===== src/rtl/lsc_pkg.sv =====
package lsc_pkg;

    parameter int ADDR_W = 16;
    parameter int DATA_W = 32;

    // Outputs of one core for one step
    typedef struct packed {
        logic [ADDR_W-1:0] iaddr;
        logic [ADDR_W-1:0] daddr;
        logic [DATA_W-1:0] wdata;
        logic              we;
    } bus_t;

    // One entry of the master delay line
    typedef struct packed {
        logic valid;
        logic par;
        bus_t bus;
    } slot_t;

    // Cause register layout: iaddr is bit 0, step is bit 5
    typedef struct packed {
        logic step;
        logic parity;
        logic we;
        logic wdata;
        logic daddr;
        logic iaddr;
    } cause_t;

    localparam int CAUSE_W = $bits(cause_t);

    // Even parity over data address, write data and the parity bit
    function automatic logic parity_good(input bus_t b, input logic p);
        return ~(^{b.daddr, b.wdata, p});
    endfunction

endpackage


===== src/rtl/lsc_delay_line.sv =====
module lsc_delay_line
    import lsc_pkg::*;
#(
    parameter int LAG = 2
) (
    input  logic  clk,
    input  logic  rst,
    input  slot_t d,
    output slot_t q
);

    slot_t stg [LAG];

    always_ff @(posedge clk) begin
        if (rst) begin
            for (int i = 0; i < LAG; i++) stg[i] <= '0;
        end else begin
            stg[0] <= d;
            for (int i = 1; i < LAG; i++) stg[i] <= stg[i-1];
        end
    end

    assign q = stg[LAG-1];

endmodule


===== src/rtl/lsc_compare.sv =====
module lsc_compare
    import lsc_pkg::*;
(
    input  slot_t  tail,
    input  logic   c_valid,
    input  bus_t   chk,
    output cause_t cause
);

    logic both;

    always_comb begin
        both         = tail.valid & c_valid;
        cause        = '0;
        cause.iaddr  = both & (tail.bus.iaddr != chk.iaddr);
        cause.daddr  = both & (tail.bus.daddr != chk.daddr);
        cause.wdata  = both & (tail.bus.wdata != chk.wdata);
        cause.we     = both & (tail.bus.we    != chk.we);
        cause.parity = tail.valid & ~parity_good(tail.bus, tail.par);
        cause.step   = tail.valid ^ c_valid;
    end

endmodule


===== src/rtl/lsc_status.sv =====
module lsc_status
    import lsc_pkg::*;
(
    input  logic   clk,
    input  logic   rst,
    input  cause_t cause,
    input  logic   clr,
    output cause_t status_q
);

    always_ff @(posedge clk) begin
        if (rst)      status_q <= '0;
        else if (clr) status_q <= cause;
        else          status_q <= status_q | cause;
    end

    AST_CAUSE_STICKY: assert property (@(posedge clk) disable iff (rst)
        !clr |=> ((status_q & $past(status_q)) == $past(status_q)));

endmodule


===== src/rtl/lockstep_out_cmp.sv =====
module lockstep_out_cmp
    import lsc_pkg::*;
#(
    parameter int LAG = 2
) (
    input  logic               clk,
    input  logic               rst,
    input  logic               m_valid,
    input  logic [ADDR_W-1:0]  m_iaddr,
    input  logic [ADDR_W-1:0]  m_daddr,
    input  logic [DATA_W-1:0]  m_wdata,
    input  logic               m_we,
    input  logic               m_par,
    input  logic               c_valid,
    input  logic [ADDR_W-1:0]  c_iaddr,
    input  logic [ADDR_W-1:0]  c_daddr,
    input  logic [DATA_W-1:0]  c_wdata,
    input  logic               c_we,
    input  logic               st_clr,
    output logic               mem_req,
    output logic [ADDR_W-1:0]  mem_addr,
    output logic [DATA_W-1:0]  mem_wdata,
    output logic               mem_we,
    output logic [1:0]         err_rail,
    output logic               irq,
    output logic [CAUSE_W-1:0] st_status
);

    slot_t  head, tail;
    bus_t   chk;
    cause_t cause, status_q;
    logic   fault;

    assign head = '{valid: m_valid, par: m_par,
                    bus: '{iaddr: m_iaddr, daddr: m_daddr, wdata: m_wdata, we: m_we}};
    assign chk  = '{iaddr: c_iaddr, daddr: c_daddr, wdata: c_wdata, we: c_we};

    lsc_delay_line #(.LAG(LAG)) u_delay (
        .clk (clk),
        .rst (rst),
        .d   (head),
        .q   (tail)
    );

    lsc_compare u_cmp (
        .tail    (tail),
        .c_valid (c_valid),
        .chk     (chk),
        .cause   (cause)
    );

    lsc_status u_stat (
        .clk      (clk),
        .rst      (rst),
        .cause    (cause),
        .clr      (st_clr),
        .status_q (status_q)
    );

    // A fault in the compare cycle or a recorded cause blocks the write
    assign fault     = (|cause) | (|status_q);
    assign mem_req   = tail.valid;
    assign mem_addr  = tail.bus.daddr;
    assign mem_wdata = tail.bus.wdata;
    assign mem_we    = tail.valid & tail.bus.we & ~fault;
    assign err_rail  = fault ? 2'b10 : 2'b01;
    assign irq       = |status_q;
    assign st_status = status_q;

    AST_WRITE_CONFINED: assert property (@(posedge clk) disable iff (rst)
        (|st_status) |-> !mem_we);

    AST_RAIL_LEGAL: assert property (@(posedge clk) disable iff (rst)
        $countones(err_rail) == 1);

    AST_IRQ_AFTER_CAUSE: assert property (@(posedge clk) disable iff (rst)
        (|cause) |=> irq);

    AST_WE_WITH_REQ: assert property (@(posedge clk) disable iff (rst)
        mem_we |-> mem_req);

    AST_CLEAR_DROPS_IRQ: assert property (@(posedge clk) disable iff (rst)
        (st_clr && !(|cause)) |=> !irq);

endmodule


===== config.mk =====
export PLATFORM = sky130hd
export DESIGN_NAME = lockstep_out_cmp
export DESIGN_NICKNAME = d
export VERILOG_FILES = /design/src/rtl/lsc_pkg.sv /design/src/rtl/lsc_delay_line.sv /design/src/rtl/lsc_compare.sv /design/src/rtl/lsc_status.sv /design/src/rtl/lockstep_out_cmp.sv
export SDC_FILE = /design/constraint.sdc
export NUM_CORES = 1
export LEC_CHECK = 0
export CORE_UTILIZATION = 42
export CTS_BUF_LIST = sky130_fd_sc_hd__clkbuf_4 sky130_fd_sc_hd__clkbuf_8
export CTS_CLUSTER_SIZE = 10
export DETAILED_ROUTE_END_ITERATION = 6
export GPL_TIMING_DRIVEN = 0
export HOLD_SLACK_MARGIN = 0.05
export PLACE_DENSITY_LB_ADDON = 0.08
export REMOVE_ABC_BUFFERS = 1
export SLEW_MARGIN = 10
export SYNTH_ARGS = -nofsm -noshare
export SYNTH_HDL_FRONTEND = slang
export SYNTH_HIERARCHICAL = 1
export SYNTH_SLANG_ARGS = --single-unit

===== constraint.sdc =====
create_clock -name clk -period 3 [get_ports clk]
set_input_delay 0.3 -clock clk [delete_from_list [all_inputs] [get_ports clk]]
set_output_delay 0.3 -clock clk [all_outputs]
set_load 0.01 [all_outputs]

## Word level (Yosys, flattened, before mapping)

Memory sizes are Yosys's and may differ from the RTL's.
Index checks and enable logic that the tools add are counted.

| storage, ports and cells | value |
|---|---|
| flip-flop bits (word level) | 6 |
| memory bits (writable) | 134 |
| input bits | 136 |
| output and inout port bits | 59 |
| memories kept | 1 |

Memories:

| name | depth | bits a word | read ports | clocked after Yosys merged registers in | wr ports | RTL line | source |
|---|---|---|---|---|---|---|---|
| u_delay.stg | 2 | 67 | 2 | 0 | 2 | lsc_delay_line.sv:12 | `slot_t stg [LAG];` |

| cells by class | value |
|---|---|
| equality and inequality tests | 4 |
| muxes and demuxes | 7 |
| bitwise logic cells | 14 |
| reduce and logical (&&, ||, !) cells | 3 |

Operators by type and width:

| operator | count |
|---|---|
| 2-to-1 mux 67 bit | 2 |
| parity 49 bit | 1 |
| != test 16 bit | 2 |
| != test 32 bit | 1 |
| OR reduction 6 bit | 2 |
| bitwise AND 1 bit | 8 |
| 2-to-1 mux 6 bit | 1 |
| bitwise OR 6 bit | 1 |
| 2-to-1 mux 1 bit | 3 |
| bitwise OR 1 bit | 3 |
| 2-to-1 mux 2 bit | 1 |
| != test 1 bit | 1 |
| inverter 1 bit | 1 |
| bitwise XOR 1 bit | 1 |

## Longest topological paths before layout

Gate-level depths: netlist of run 1.

| depth | value |
|---|---|
| depth in word-level cells | 6 |
| gate-level depth with buffers | 10 |

## Hierarchy

Netlist of run 1, hierarchy kept.

Modules (own cells, without submodules):

| module | times used | cells an instance | area each (µm²) | sequential area each (µm²) |
|---|---|---|---|---|
| lsc_delay_line | 1 | 349 | 4111.4 | 2682.6 |
| lsc_compare | 1 | 135 | 1174.9 | 0.0 |
| lsc_status | 1 | 24 | 210.2 | 120.1 |
| lockstep_out_cmp | 1 | 10 | 80.1 | 0.0 |

## Worst setup path after synthesis of run 1

No wires, ideal clock.

| timing path | value |
|---|---|
| path kind | register to output |
| start point | mem u_delay/stg[0][74] in the netlist's numbering |
| end point | out err_rail[1] |
| arrival | 2.678 ns |
| data required time | 2.700 ns |
| path slack | 0.022 ns |
| stages on the path, launching flop included | 11 |
| cells stage by stage | dfxtp_1 buf_4 xor2_1 xnor2_1 xnor2_2 xnor3_1 xnor3_1 and2_1 or4_1 or4_4 buf_4 |

RTL lines:

| element | RTL line | source |
|---|---|---|
| from (decl) | lsc_delay_line.sv:12 |  |
| to (decl) | lockstep_out_cmp.sv:24 | `output logic [1:0] err_rail,` |

==> metrics.cfg, run 1 <==
[critical_path]
critPathKind=flop to output port
cp_max_fo=3
cp-end-kind=output port
cp.arrival_ns=3.09
start_kind=flop
cp_data_required_time_ns=2.70

[synthesis]
syn_inst=518
ys_seq_elements=140
synth-seq-area-share_pct=50.3
synth_warnings=6
synth_area_per_cell_um2=10.8
yosys.cell_types.count=22
synth.cell_area_um2=5580

[cells_and_area]
nets=789
n_antenna_cell=0
nFillCells=1091
post-route-util_pct=60.8
drive_gt1_share_pct=12.2
area_growth_pct=39.3
layout_commonest_cell=clkdlybuf4s50_1
final_cell_area_um2=7770
layout_common_cells=clkdlybuf4s50_1 (190), nor2b_1 (134), dfxtp_1 (121)

[timing]
fin_crit_sh_pct=113
setup_ws_ns=-0.385
hold_viol=0
post-route-min-period_ns=3.39
slew_headroom_pct=54.7
max_freq_ghz=0.295
grt_setup_unrepaired=yes
fin_tns_setup_ns=-0.847
skew_ns=0.00758
worst_pin_slew_ns=0.674
finalSetupViolCount=3
report.final.slew_viol_count=0

[global_route]
grtUsageTotal_pct=15.9
grt_pass1_vias=3221
gr-total-overflow=0
grt_max_degree=75
antenna_found_initial=0
grt_pass1_wl_mm=15.7

[drt]
num_vias=3504
drt_pass1_iterations=3
viasPerCell=4.19
ant_nets=0
wl_per_cell_um=13.1
drc_errors=0
drtIter0Drc=60
routed_wl_mm=11.0

[power]
power.total_mw=4.24
power.density_nw_per_um2=546
leakage_nw=2.82
vdd_drop_max_mv=0.380

[place]
routabilityCongestion=0.751
place_area_um2=7160
port_buffers=194
hpwl_mm=8.38
post-place-ws_ns=-0.507

[die]
fp.dieH_um=117
core_area_um2=12800
rows=41
die_width_um=117
initial_utilization_pct=43.7
design.portCount=195
dieArea_um2=13700

[hold_path]
hp-class=input port to flop

[clock_tree]
cts_made_buffers=17
root_buffer=clkbuf_8
clockBufferDepth=2
cts_num_sinks=140
cts_tree=done
clock_latency_ns=0.42
h-tree-depth=4
clk_pin_slew_ns=0.07

[run_status]
violations=negative setup slack
outcome=finished, violations left

[job]
max_cap_viol_count=0

==> registers in the layout, summed over array words and instances (netlist names) <==
name	flops
u_delay/stg	134
u_stat/status_q	6
==> through the flow <==
step           std cells  hold slack (ns)
4_1_cts              836            0.266
5_1_grt              836            0.287
3_5_place_dp         803            0.420
6_report             836            0.278
3_3_place_gp         802            0.415
2_1_floorplan        436            0.369
==> cell families after synthesis <==
logic type,share of synthesized area (%)
flops,50.3
fa+ha+maj,0.224
simple gates,19.3
buf+inv,11.1
xor+xnor,18.1
compound gates,1.08
==> where the power goes <==
part | total [mW] | internal [mW] | switching [mW]
Combinational | 0.673 | 0.454 | 0.218
Sequential | 2.00 | 1.95 | 0.0527
Clock | 1.57 | 0.893 | 0.676
==> cells in the mapped netlist <==
library cell | n | share of area (%)
buf_2 | 7 | 0.63
xnor3_1 | 2 | 0.81
nor4_1 | 4 | 0.45
xnor2_1 | 101 | 16
o41a_1 | 2 | 0.40
and2_1 | 2 | 0.22
a21oi_1 | 6 | 0.54
or2_1 | 1 | 0.11
or2_2 | 2 | 0.22
inv_1 | 6 | 0.40
or4_4 | 2 | 0.40
a21boi_0 | 1 | 0.13
ha_1 | 1 | 0.22
xnor2_2 | 1 | 0.29
or4_1 | 1 | 0.13
nand4_1 | 16 | 1.8
dfxtp_1 | 140 | 50
nor2b_1 | 134 | 15
nand2b_1 | 6 | 0.67
nand4bb_1 | 1 | 0.20
buf_4 | 75 | 10
xor2_1 | 7 | 1.1
==> layer usage <==
layer	global-route usage, %	routed length (µm)	part of all wire, %
met1	18.6	4730	43
met2	26.7	5430	50
met3	4.94	631	5.8
met4	7.34	167	1.5
met5	0	0	0
==> path summary, 6_finish.rpt <==
| path | to | start | slack, ns | depth (start not counted) |
|---|---|---|---|---|
| setup / recovery | err_rail[1] | u_delay/stg[0][90] | -0.39 | 9 |
| hold / removal | u_delay/stg[0][55] | rst | 0.28 | 2 |
| setup reg to reg | u_stat/status_q[2] | u_delay/stg[0][91] | 1.07 | 7 |
| hold reg to reg | u_delay/stg[0][83] | u_delay/stg[0][16] | 0.43 | 1 |
==> critical path: stages, from the launching register on <==
cell and delay (ns):
dfxtp_4 0.37, xnor2_4 0.20, xnor2_1 0.15, xnor2_1 0.14, xnor3_1 0.43, xnor3_1 0.21, and2_4 0.15, or4_4 0.44
or4_4 0.43, buf_6 0.13
==> final cells by class <==
cell class                 count  area [µm²]  area share, %
clock buffer                  21         283           3.64
clock inverter                10         140           1.80
inverter                       6        22.5          0.290
multi-input combinational    290        2300           29.6
sequential                   140        2830           36.5
tap                          172         215           2.77
timing repair buffer         197        1980           25.5
==> what timing repair did <==
action,4_1_cts,5_1_grt
resized for setup,48,8
buffers inserted,2,0
hold buffers,0,0
endpoints found under the setup margin,3,3
pin swaps,10,4
No activity file was read; power rests on OpenSTA's default activity.
==> run 2, diff against run 1 <==
--- a/config.mk
+++ b/config.mk
@@ -13,7 +13,7 @@
 export HOLD_SLACK_MARGIN = 0.05
 export PLACE_DENSITY_LB_ADDON = 0.08
 export REMOVE_ABC_BUFFERS = 1
-export SLEW_MARGIN = 10
+export SLEW_MARGIN = 20
 export SYNTH_ARGS = -nofsm -noshare
 export SYNTH_HDL_FRONTEND = slang
 export SYNTH_HIERARCHICAL = 1
==> results of run 2 <==
The final DEF is identical to that of run 1; final timing and power are the same.
